`src/rtl/callret_pkg.sv`:
```
package callret_pkg;

  typedef enum logic [1:0] {
    ST_IDLE,
    ST_PUSH,
    ST_POP
  } seqState_t;

  // strobes from control to datapath
  typedef struct packed {
    logic latch;       // capture target and return address
    logic linkSave;    // link register <= curPc
    logic jumpTarget;  // pc <= cmdTarget (link call)
    logic jumpLink;    // pc <= link register
    logic push;        // write stack, sp -= step, pc <= latched target
    logic pop;         // read stack, sp += step, pc <= read word
  } seqStrobe_t;

endpackage

```
`src/rtl/callret_dp.sv`:
```
module callret_dp
  import callret_pkg::*;
#(
  parameter int unsigned    DW          = 32,
  parameter logic [DW-1:0]  RESET_PC    = '0,
  parameter logic [DW-1:0]  STACK_BASE  = 'h100,
  parameter logic [DW-1:0]  STACK_LIMIT = 'hF0
) (
  input  logic            clk,
  input  logic            rstN,
  input  seqStrobe_t      stb,
  input  logic [DW-1:0]   cmdTarget,
  input  logic [DW-1:0]   curPc,
  input  logic [DW-1:0]   memRdata,
  output logic [DW-1:0]   pcOut,
  output logic [DW-1:0]   spOut,
  output logic            spFull,
  output logic            spEmpty,
  output logic            memEn,
  output logic            memWe,
  output logic [DW-1:0]   memAddr,
  output logic [DW-1:0]   memWdata
);

  localparam int unsigned   SLOT_BYTES = DW / 8;
  localparam logic [DW-1:0] STEP       = DW'(SLOT_BYTES);

  logic [DW-1:0] pcReg, spReg, lrReg, tgtReg, retReg;

  always_ff @(posedge clk) begin
    if (!rstN) begin
      pcReg  <= RESET_PC;
      spReg  <= STACK_BASE;
      lrReg  <= '0;
      tgtReg <= '0;
      retReg <= '0;
    end else begin
      if (stb.latch) begin
        tgtReg <= cmdTarget;
        retReg <= curPc;
      end
      if (stb.linkSave) lrReg <= curPc;
      if (stb.pop) begin
        pcReg <= memRdata;
        spReg <= spReg + STEP;
      end else if (stb.push) begin
        pcReg <= tgtReg;
        spReg <= spReg - STEP;
      end else if (stb.jumpTarget) begin
        pcReg <= cmdTarget;
      end else if (stb.jumpLink) begin
        pcReg <= lrReg;
      end
    end
  end

  // bounds: compare without wrapping below zero
  assign spFull  = spReg < (STACK_LIMIT + STEP);
  assign spEmpty = spReg >= STACK_BASE;

  assign memEn    = stb.push | stb.pop;
  assign memWe    = stb.push;
  assign memAddr  = stb.push ? (spReg - STEP) : spReg;
  assign memWdata = retReg;
  assign pcOut    = pcReg;
  assign spOut    = spReg;

endmodule

```
`src/rtl/callret_ctrl.sv`:
```
module callret_ctrl
  import callret_pkg::*;
(
  input  logic        clk,
  input  logic        rstN,
  input  logic        cmdValid,
  input  logic        cmdRet,
  input  logic        useLink,
  input  logic        spFull,
  input  logic        spEmpty,
  output seqStrobe_t  stb,
  output logic        done,
  output logic        ovfErr,
  output logic        unfErr,
  output logic        busy
);

  seqState_t state, nextState;
  logic doneD, ovfD, unfD;

  always_comb begin
    stb       = '0;
    nextState = state;
    doneD     = 1'b0;
    ovfD      = 1'b0;
    unfD      = 1'b0;
    unique case (state)
      ST_IDLE: if (cmdValid) begin
        if (useLink) begin
          doneD = 1'b1;
          if (cmdRet) stb.jumpLink = 1'b1;
          else begin
            stb.linkSave   = 1'b1;
            stb.jumpTarget = 1'b1;
          end
        end else if (!cmdRet) begin
          if (spFull) begin
            ovfD  = 1'b1;
            doneD = 1'b1;
          end else begin
            stb.latch = 1'b1;
            nextState = ST_PUSH;
          end
        end else begin
          if (spEmpty) begin
            unfD  = 1'b1;
            doneD = 1'b1;
          end else begin
            nextState = ST_POP;
          end
        end
      end
      ST_PUSH: begin
        stb.push  = 1'b1;
        doneD     = 1'b1;
        nextState = ST_IDLE;
      end
      ST_POP: begin
        stb.pop   = 1'b1;
        doneD     = 1'b1;
        nextState = ST_IDLE;
      end
      default: nextState = ST_IDLE;
    endcase
  end

  always_ff @(posedge clk) begin
    if (!rstN) begin
      state  <= ST_IDLE;
      done   <= 1'b0;
      ovfErr <= 1'b0;
      unfErr <= 1'b0;
    end else begin
      state  <= nextState;
      done   <= doneD;
      ovfErr <= ovfD;
      unfErr <= unfD;
    end
  end

  assign busy = (state != ST_IDLE);

endmodule

```
`src/rtl/callret_seq.sv`:
```
module callret_seq
  import callret_pkg::*;
#(
  parameter int unsigned    DW          = 32,
  parameter logic [DW-1:0]  RESET_PC    = '0,
  parameter logic [DW-1:0]  STACK_BASE  = 'h100,
  parameter logic [DW-1:0]  STACK_LIMIT = 'hF0
) (
  input  logic          clk,
  input  logic          rstN,
  input  logic          cmdValid,
  input  logic          cmdRet,
  input  logic          useLink,
  input  logic [DW-1:0] cmdTarget,
  input  logic [DW-1:0] curPc,
  output logic [DW-1:0] pcOut,
  output logic [DW-1:0] spOut,
  output logic          done,
  output logic          ovfErr,
  output logic          unfErr,
  output logic          busy,
  output logic          memEn,
  output logic          memWe,
  output logic [DW-1:0] memAddr,
  output logic [DW-1:0] memWdata,
  input  logic [DW-1:0] memRdata
);

  seqStrobe_t stb;
  logic spFull, spEmpty;

  callret_ctrl u_ctrl (
    .clk(clk), .rstN(rstN), .cmdValid(cmdValid), .cmdRet(cmdRet),
    .useLink(useLink), .spFull(spFull), .spEmpty(spEmpty), .stb(stb),
    .done(done), .ovfErr(ovfErr), .unfErr(unfErr), .busy(busy)
  );

  callret_dp #(
    .DW(DW), .RESET_PC(RESET_PC),
    .STACK_BASE(STACK_BASE), .STACK_LIMIT(STACK_LIMIT)
  ) u_dp (
    .clk(clk), .rstN(rstN), .stb(stb), .cmdTarget(cmdTarget),
    .curPc(curPc), .memRdata(memRdata), .pcOut(pcOut), .spOut(spOut),
    .spFull(spFull), .spEmpty(spEmpty), .memEn(memEn), .memWe(memWe),
    .memAddr(memAddr), .memWdata(memWdata)
  );

endmodule

```
`config.mk`:
```
export PLATFORM = sky130hd
export DESIGN_NAME = callret_seq
export DESIGN_NICKNAME = d
export VERILOG_FILES = /design/src/rtl/callret_pkg.sv /design/src/rtl/callret_dp.sv /design/src/rtl/callret_ctrl.sv /design/src/rtl/callret_seq.sv
export SDC_FILE = /design/constraint.sdc
export NUM_CORES = 1
export LEC_CHECK = 0
export BUFFER_PORTS_ARGS = -buffer_cell sky130_fd_sc_hd__buf_4
export CORE_AREA = 2 2 124 126
export DETAILED_ROUTE_END_ITERATION = 6
export DIE_AREA = 0 0 126 128
export PLACE_DENSITY = 0.84
export REMOVE_ABC_BUFFERS = 1
export SYNTH_ARGS = -nofsm -noshare
export SYNTH_HDL_FRONTEND = slang
export SYNTH_SLANG_ARGS = --single-unit
```
`constraint.sdc`:
```
create_clock -name clk -period 6.2 [get_ports clk]
set_clock_uncertainty 0.2 [all_clocks]
set_input_delay 0.62 -clock clk [delete_from_list [all_inputs] [get_ports clk]]
set_output_delay 0.62 -clock clk [all_outputs]
set_load 0.005 [all_outputs]
```
Word-level counts from Yosys, hierarchy flattened
Cells that the tools add are included.
- order comparisons: 2
- muxes and demuxes: 25
- bitwise operators: 6
- equality and inequality tests: 4
- add/subtract/negate cells: 2
- reduce and logical (&&, ||, !) cells: 8
- operators with widths (cell ; number):
    $mux 32 ; 6
    $add 32x3->32 const B ; 1
    $ge 32x9->1 const B ; 1
    $lt 32x8->1 const B ; 1
    $sub 32x3->32 const B ; 1
    $mux 1 ; 11
    $reduce_or 5->1 ; 2
    $mux 2 ; 4
    $mux 4 ; 2
    $not 1->1 ; 5
    $ne 2x2->1 const B ; 2
    $reduce_and 4->1 ; 1
    $reduce_bool 4->1 ; 1
    $mux 3 ; 1
    $eq 2x1->1 const B ; 1
    $eq 2x2->1 const B ; 1
    $logic_not 2->1 ; 1
    $pmux 1 s2 ; 1
    $reduce_and 2->1 ; 1
    $reduce_bool 2->1 ; 1
    $reduce_or 2->1 ; 1
    $or 1x1->1 ; 1
- bits of input ports: 101
- word-level logic and storage cells: 56
- output and inout port bits: 134
- bits in registers: 165

Depth between registers and ports, before layout
- word-level depth: 10
- depth in mapped cells: 10
- depth with buffers taken out: 7

Hierarchy
From an unflattened synthesis, not the netlist that was laid out.
- cells, all modules: 936
- area total of the unflattened synthesis: 8172.8 um^2
- modules (own cells, without submodules) (module ; area each (um^2) ; instances ; cells each ; seq. area each (um^2)):
    callret_dp ; 7845.0 ; 1 ; 899 ; 3163.0
    callret_ctrl ; 327.8 ; 1 ; 37 ; 100.1

Worst setup path after synthesis
Ideal clock, no wire load.
- path kind: register to output
- start: register u_dp.spReg[14] (netlist: u_dp.spOut[14])
- end: output port memAddr[27]
- setup slack: 3195 ps
- cell stages (with the launch flop): 7
- data required time: 5380 ps
- arrival time: 2185 ps
- path buffers: 2
- cell sequence: dfxtp_1 -> buf_6 -> or4_1 -> or4_4 -> buf_2 -> nor4_1 -> xor2_1
- longest elaborated chain between the ends: 2
- RTL lines (what ; RTL line ; RTL):
    start: declaration ; callret_dp.sv:28 ; logic [DW-1:0] pcReg, spReg, lrReg, tgtReg, retReg;
    start signal: assignment ; callret_dp.sv:45 ; spReg <= spReg + STEP;
    start signal: assignment ; callret_dp.sv:48 ; spReg <= spReg - STEP;
    $sub 32x3->32 ; callret_dp.sv:63 ; assign memAddr = stb.push ? (spReg - STEP) : spReg;
    $mux 32 ; callret_dp.sv:63 ;
    end: declaration ; callret_seq.sv:24 ; output logic [DW-1:0] memAddr,
Every way passes these cells.

Worst setup path after layout
- start: register u_ctrl.state[1]
- end: output port memAddr[31]
- longest elaborated chain between the ends: 3
- RTL lines (what ; RTL line ; RTL):
    start: declaration ; callret_ctrl.sv:18 ; seqState_t state, nextState;
    start signal: assignment ; callret_ctrl.sv:74 ; state <= nextState;
    $eq 2x1->1 ; callret_ctrl.sv:27 ; unique case (state)
    $mux 1 ; callret_ctrl.sv:27 ;
    $mux 32 ; callret_dp.sv:63 ;
Every way passes these cells.

==> results.yml <==
routing:
  drc: 0
  routed_wl_um: 22400
  via_count: 7989
  vias_per_cell: 5.69
  avgRoutedWirePerCell_um: 16.0
  drt.antenna.violating_nets: 0
  drt_iter0_drc: 861
  dr.pass1.iters: 5
global_route:
  grtUsageTotal_pct: 27.3
  grt_pass1_vias: 7359
  antenna_found_initial: 0
  grt_pass1_wl_um: 36200
  grt_max_degree: 129
  overflow: 0
setup_path:
  critical_path_peak_fanout: 73
  crit_path_start_kind: "flop"
  r2r_setup_slack_ns: 2.61
  cp-startpoint: "u_ctrl.state[1]"
  required_ns: 5.38
  cpMostUsedCell: "buf_4"
  crit_chain: "inv_1 > ha_2 > buf_4 > nor4b_1 > nand2_1 > nor4_1 > xor2_1 > buf_4"
  r2r-start: "u_dp.spOut[14]"
  crit_slowest_cell: "buf_4"
  worst_setup_path_end_kind: "output port"
  slowest_delay_ns: 0.54
  regToRegEndpoint: "u_dp.memWdata[6]"
  critPathKind: "reg2out"
  critPathArrivalTime_ns: 3.30
  reg2regPathDepth: 5
die:
  core_um2: 14900
  dieArea_um2: 16100
  fp.dieW_um: 126
  die_h_um: 128
  initial_utilization_pct: 54.3
  pin_count: 235
  rows: 45
timing:
  fmax_mhz: 243
  finalSetupTns_ns: 0
  slew_headroom_pct: 23.3
  finalHoldViolCount: 0
  worst_pin_slew_ns: 1.15
  finalCriticalPeriod_ns: 4.12
  slew_violations: 0
  setup_viol: 0
  rsz0062_at_grt: "false"
  period_share_pct: 66.5
clocking:
  numCtsBuffers: 17
  cts_hold_buf: 0
  cts_buffer_depth: 2
  clock_latency_ns: 0.43
  clock_sinks: 163
  tritoncts: "yes"
  post_cts_buffers: 0
  cts-resized-gates: 0
  cts-root-buf: "clkbuf_16"
  clk_pin_slew_worst_paths_ns: 0.06
  cts_htree_levels: 4
power_and_ir_drop:
  peakVddDrop_v: 0.000174
  p_leak_nw: 4.34
  power_per_cell_area_nw_per_um2: 251
  finalPower_mw: 2.58
place:
  dp_cells: 1373
  gp_congestion: 0.908
  port_buffers: 230
  dp_hpwl_um: 14800
  dpl-instance-area_um2: 9690
cells_and_area:
  nets: 1312
  fin_util_pct: 69.4
  finalNonFillerCells: 1405
  antennaDiodeCount: 0
  area_delta_synth_final_pct: 27.7
  drive_above_1_share_pct: 23.4
  final_area_um2: 10300
run_status:
  outcome: "finished, final reports clean"
job:
  maxCapViolCount: 0
synth:
  syn_inst: 1041
  ys_seq_area_share_pct: 40.4
  synth_edf_count: 0
  async_flop_share_pct: 0
  synthesis.area_um2: 8070
  syn_avg_cell_area_um2: 7.75
  ys_warn_count: 0
  ys_ff_latch: 163
  ys.flop_type: "dfxtp_1"
  synthDistinctLibCells: 49
min_path:
  hold_start: "useLink"
  whs_endpoint: "u_ctrl.ovfErr"
  holdPathStages: 2
  min_path_type: "in2reg"
-- cells in the mapped netlist, drive strengths merged (5+ instances only) --
library cell    n  area, µm²
nand2         171        642
dfxtp         163       3260
o21ai         134        671
nand3          92        460
a21oi          77        385
clkbuf         75        287
mux2i          49        490
nor2           31        116
inv            26       97.6
nor3           23        115
xnor2          23        201
buf            22        143
xor2           21        184
nor4           19        119
nand4          12       75.1
a31oi          10       62.6
o31ai           9       67.6
and4            8       70.1
or4             8       63.8
ha              7       87.6
and2            6       37.5
and3            6       37.5
a21o            5       37.5
or2             5       31.3
or3             5       31.3
-- worst max-delay path by stage --
stage	to	slack (ns)
after floorplan	u_dp.memWdata[0]	1.14
after global placement	memAddr[31]	2.64
after detailed placement	memAddr[31]	2.58
after CTS	memAddr[31]	2.11
after global routing	memAddr[30]	1.79
final	memAddr[31]	2.08
-- kinds of logic (layout without fill, tap and decap cells) --
group | after synthesis | in the layout | share of synthesized area, %
adder cells (fa/ha/maj) | 7 | 7 | 1.08
multiplexers | 49 | 49 | 6.08
buffers and inverters | 123 | 296 | 6.53
flip-flops | 163 | 163 | 40.4
XOR/XNOR | 44 | 44 | 4.77
AO/OA/AOI/OAI | 250 | 250 | 16.9
other | 1 | 4 | 0.0465
AND/OR/NAND/NOR | 404 | 404 | 24.2
-- per-layer routing --
metal  vias to the layer above  track usage (%)  wire (µm)
li1                       3954                -          -
met1                      3672             34.2       9330
met2                       335             46.1      11000
met3                        28             7.51       1820
met4                         0             8.21        298
met5                         -                0          0
-- placed cells by master, fill, tap and decap left out, types with 6 or more instances in the layout --
cell type / n
o21ai_0: 134
o31ai_1: 9
and3_1: 6
buf_4: 238
mux2i_1: 49
nand2_1: 171
a31oi_1: 10
nor2_1: 30
nor3_1: 23
nand4_1: 12
nand3_1: 92
clkbuf_16: 17
or4_1: 7
and2_1: 6
xnor2_1: 23
xor2_1: 21
and4_1: 8
a21oi_1: 77
nor4_1: 19
inv_1: 25
dfxtp_1: 163
-- worst max-delay path: cells and delay by family, from the launching register on --
family	cells	cell delay [ns]
xor+xnor	1	0.19
buf+inv	3	0.76
fa+ha+maj	1	0.16
flops	1	0.34
simple gates	3	1.38
-- cell type report --
type	count	area [µm²]
Clock buffer	19	453
Clock inverter	13	170
Fill cell	1252	4550
Inverter	26	97.6
Multi-Input combinational cell	758	4300
Sequential cell	163	3260
Tap cell	188	235
Timing Repair Buffer	238	1790
-- flip-flops by register name, summed over array words and instances, names as in the netlist --
signal,flops
u_ctrl.done,1
u_ctrl.ovfErr,1
u_ctrl.state,2
u_ctrl.unfErr,1
u_dp.lrReg,32
u_dp.memWdata,32
u_dp.pcOut,32
u_dp.spOut,30
u_dp.tgtReg,32
-- per-stage QoR --
step | setup slack, ns | hold slack, ns
finish | 2.08 | 0.210
global route | 1.79 | 0.212
CTS | 2.11 | 0.191
detailed placement | 2.58 | 0.245
global placement | 2.64 | 0.237
floorplan | 1.14 | 0.232
-- power by group --
group	total, mW	internal [mW]	switching (mW)	leakage [nW]
registers	1.13	1.10	0.0371	1.33
clock network	1.12	0.662	0.456	0.303
logic	0.333	0.156	0.177	2.71
total	2.58	1.92	0.670	4.34
(Power assumes the default switching activity.)
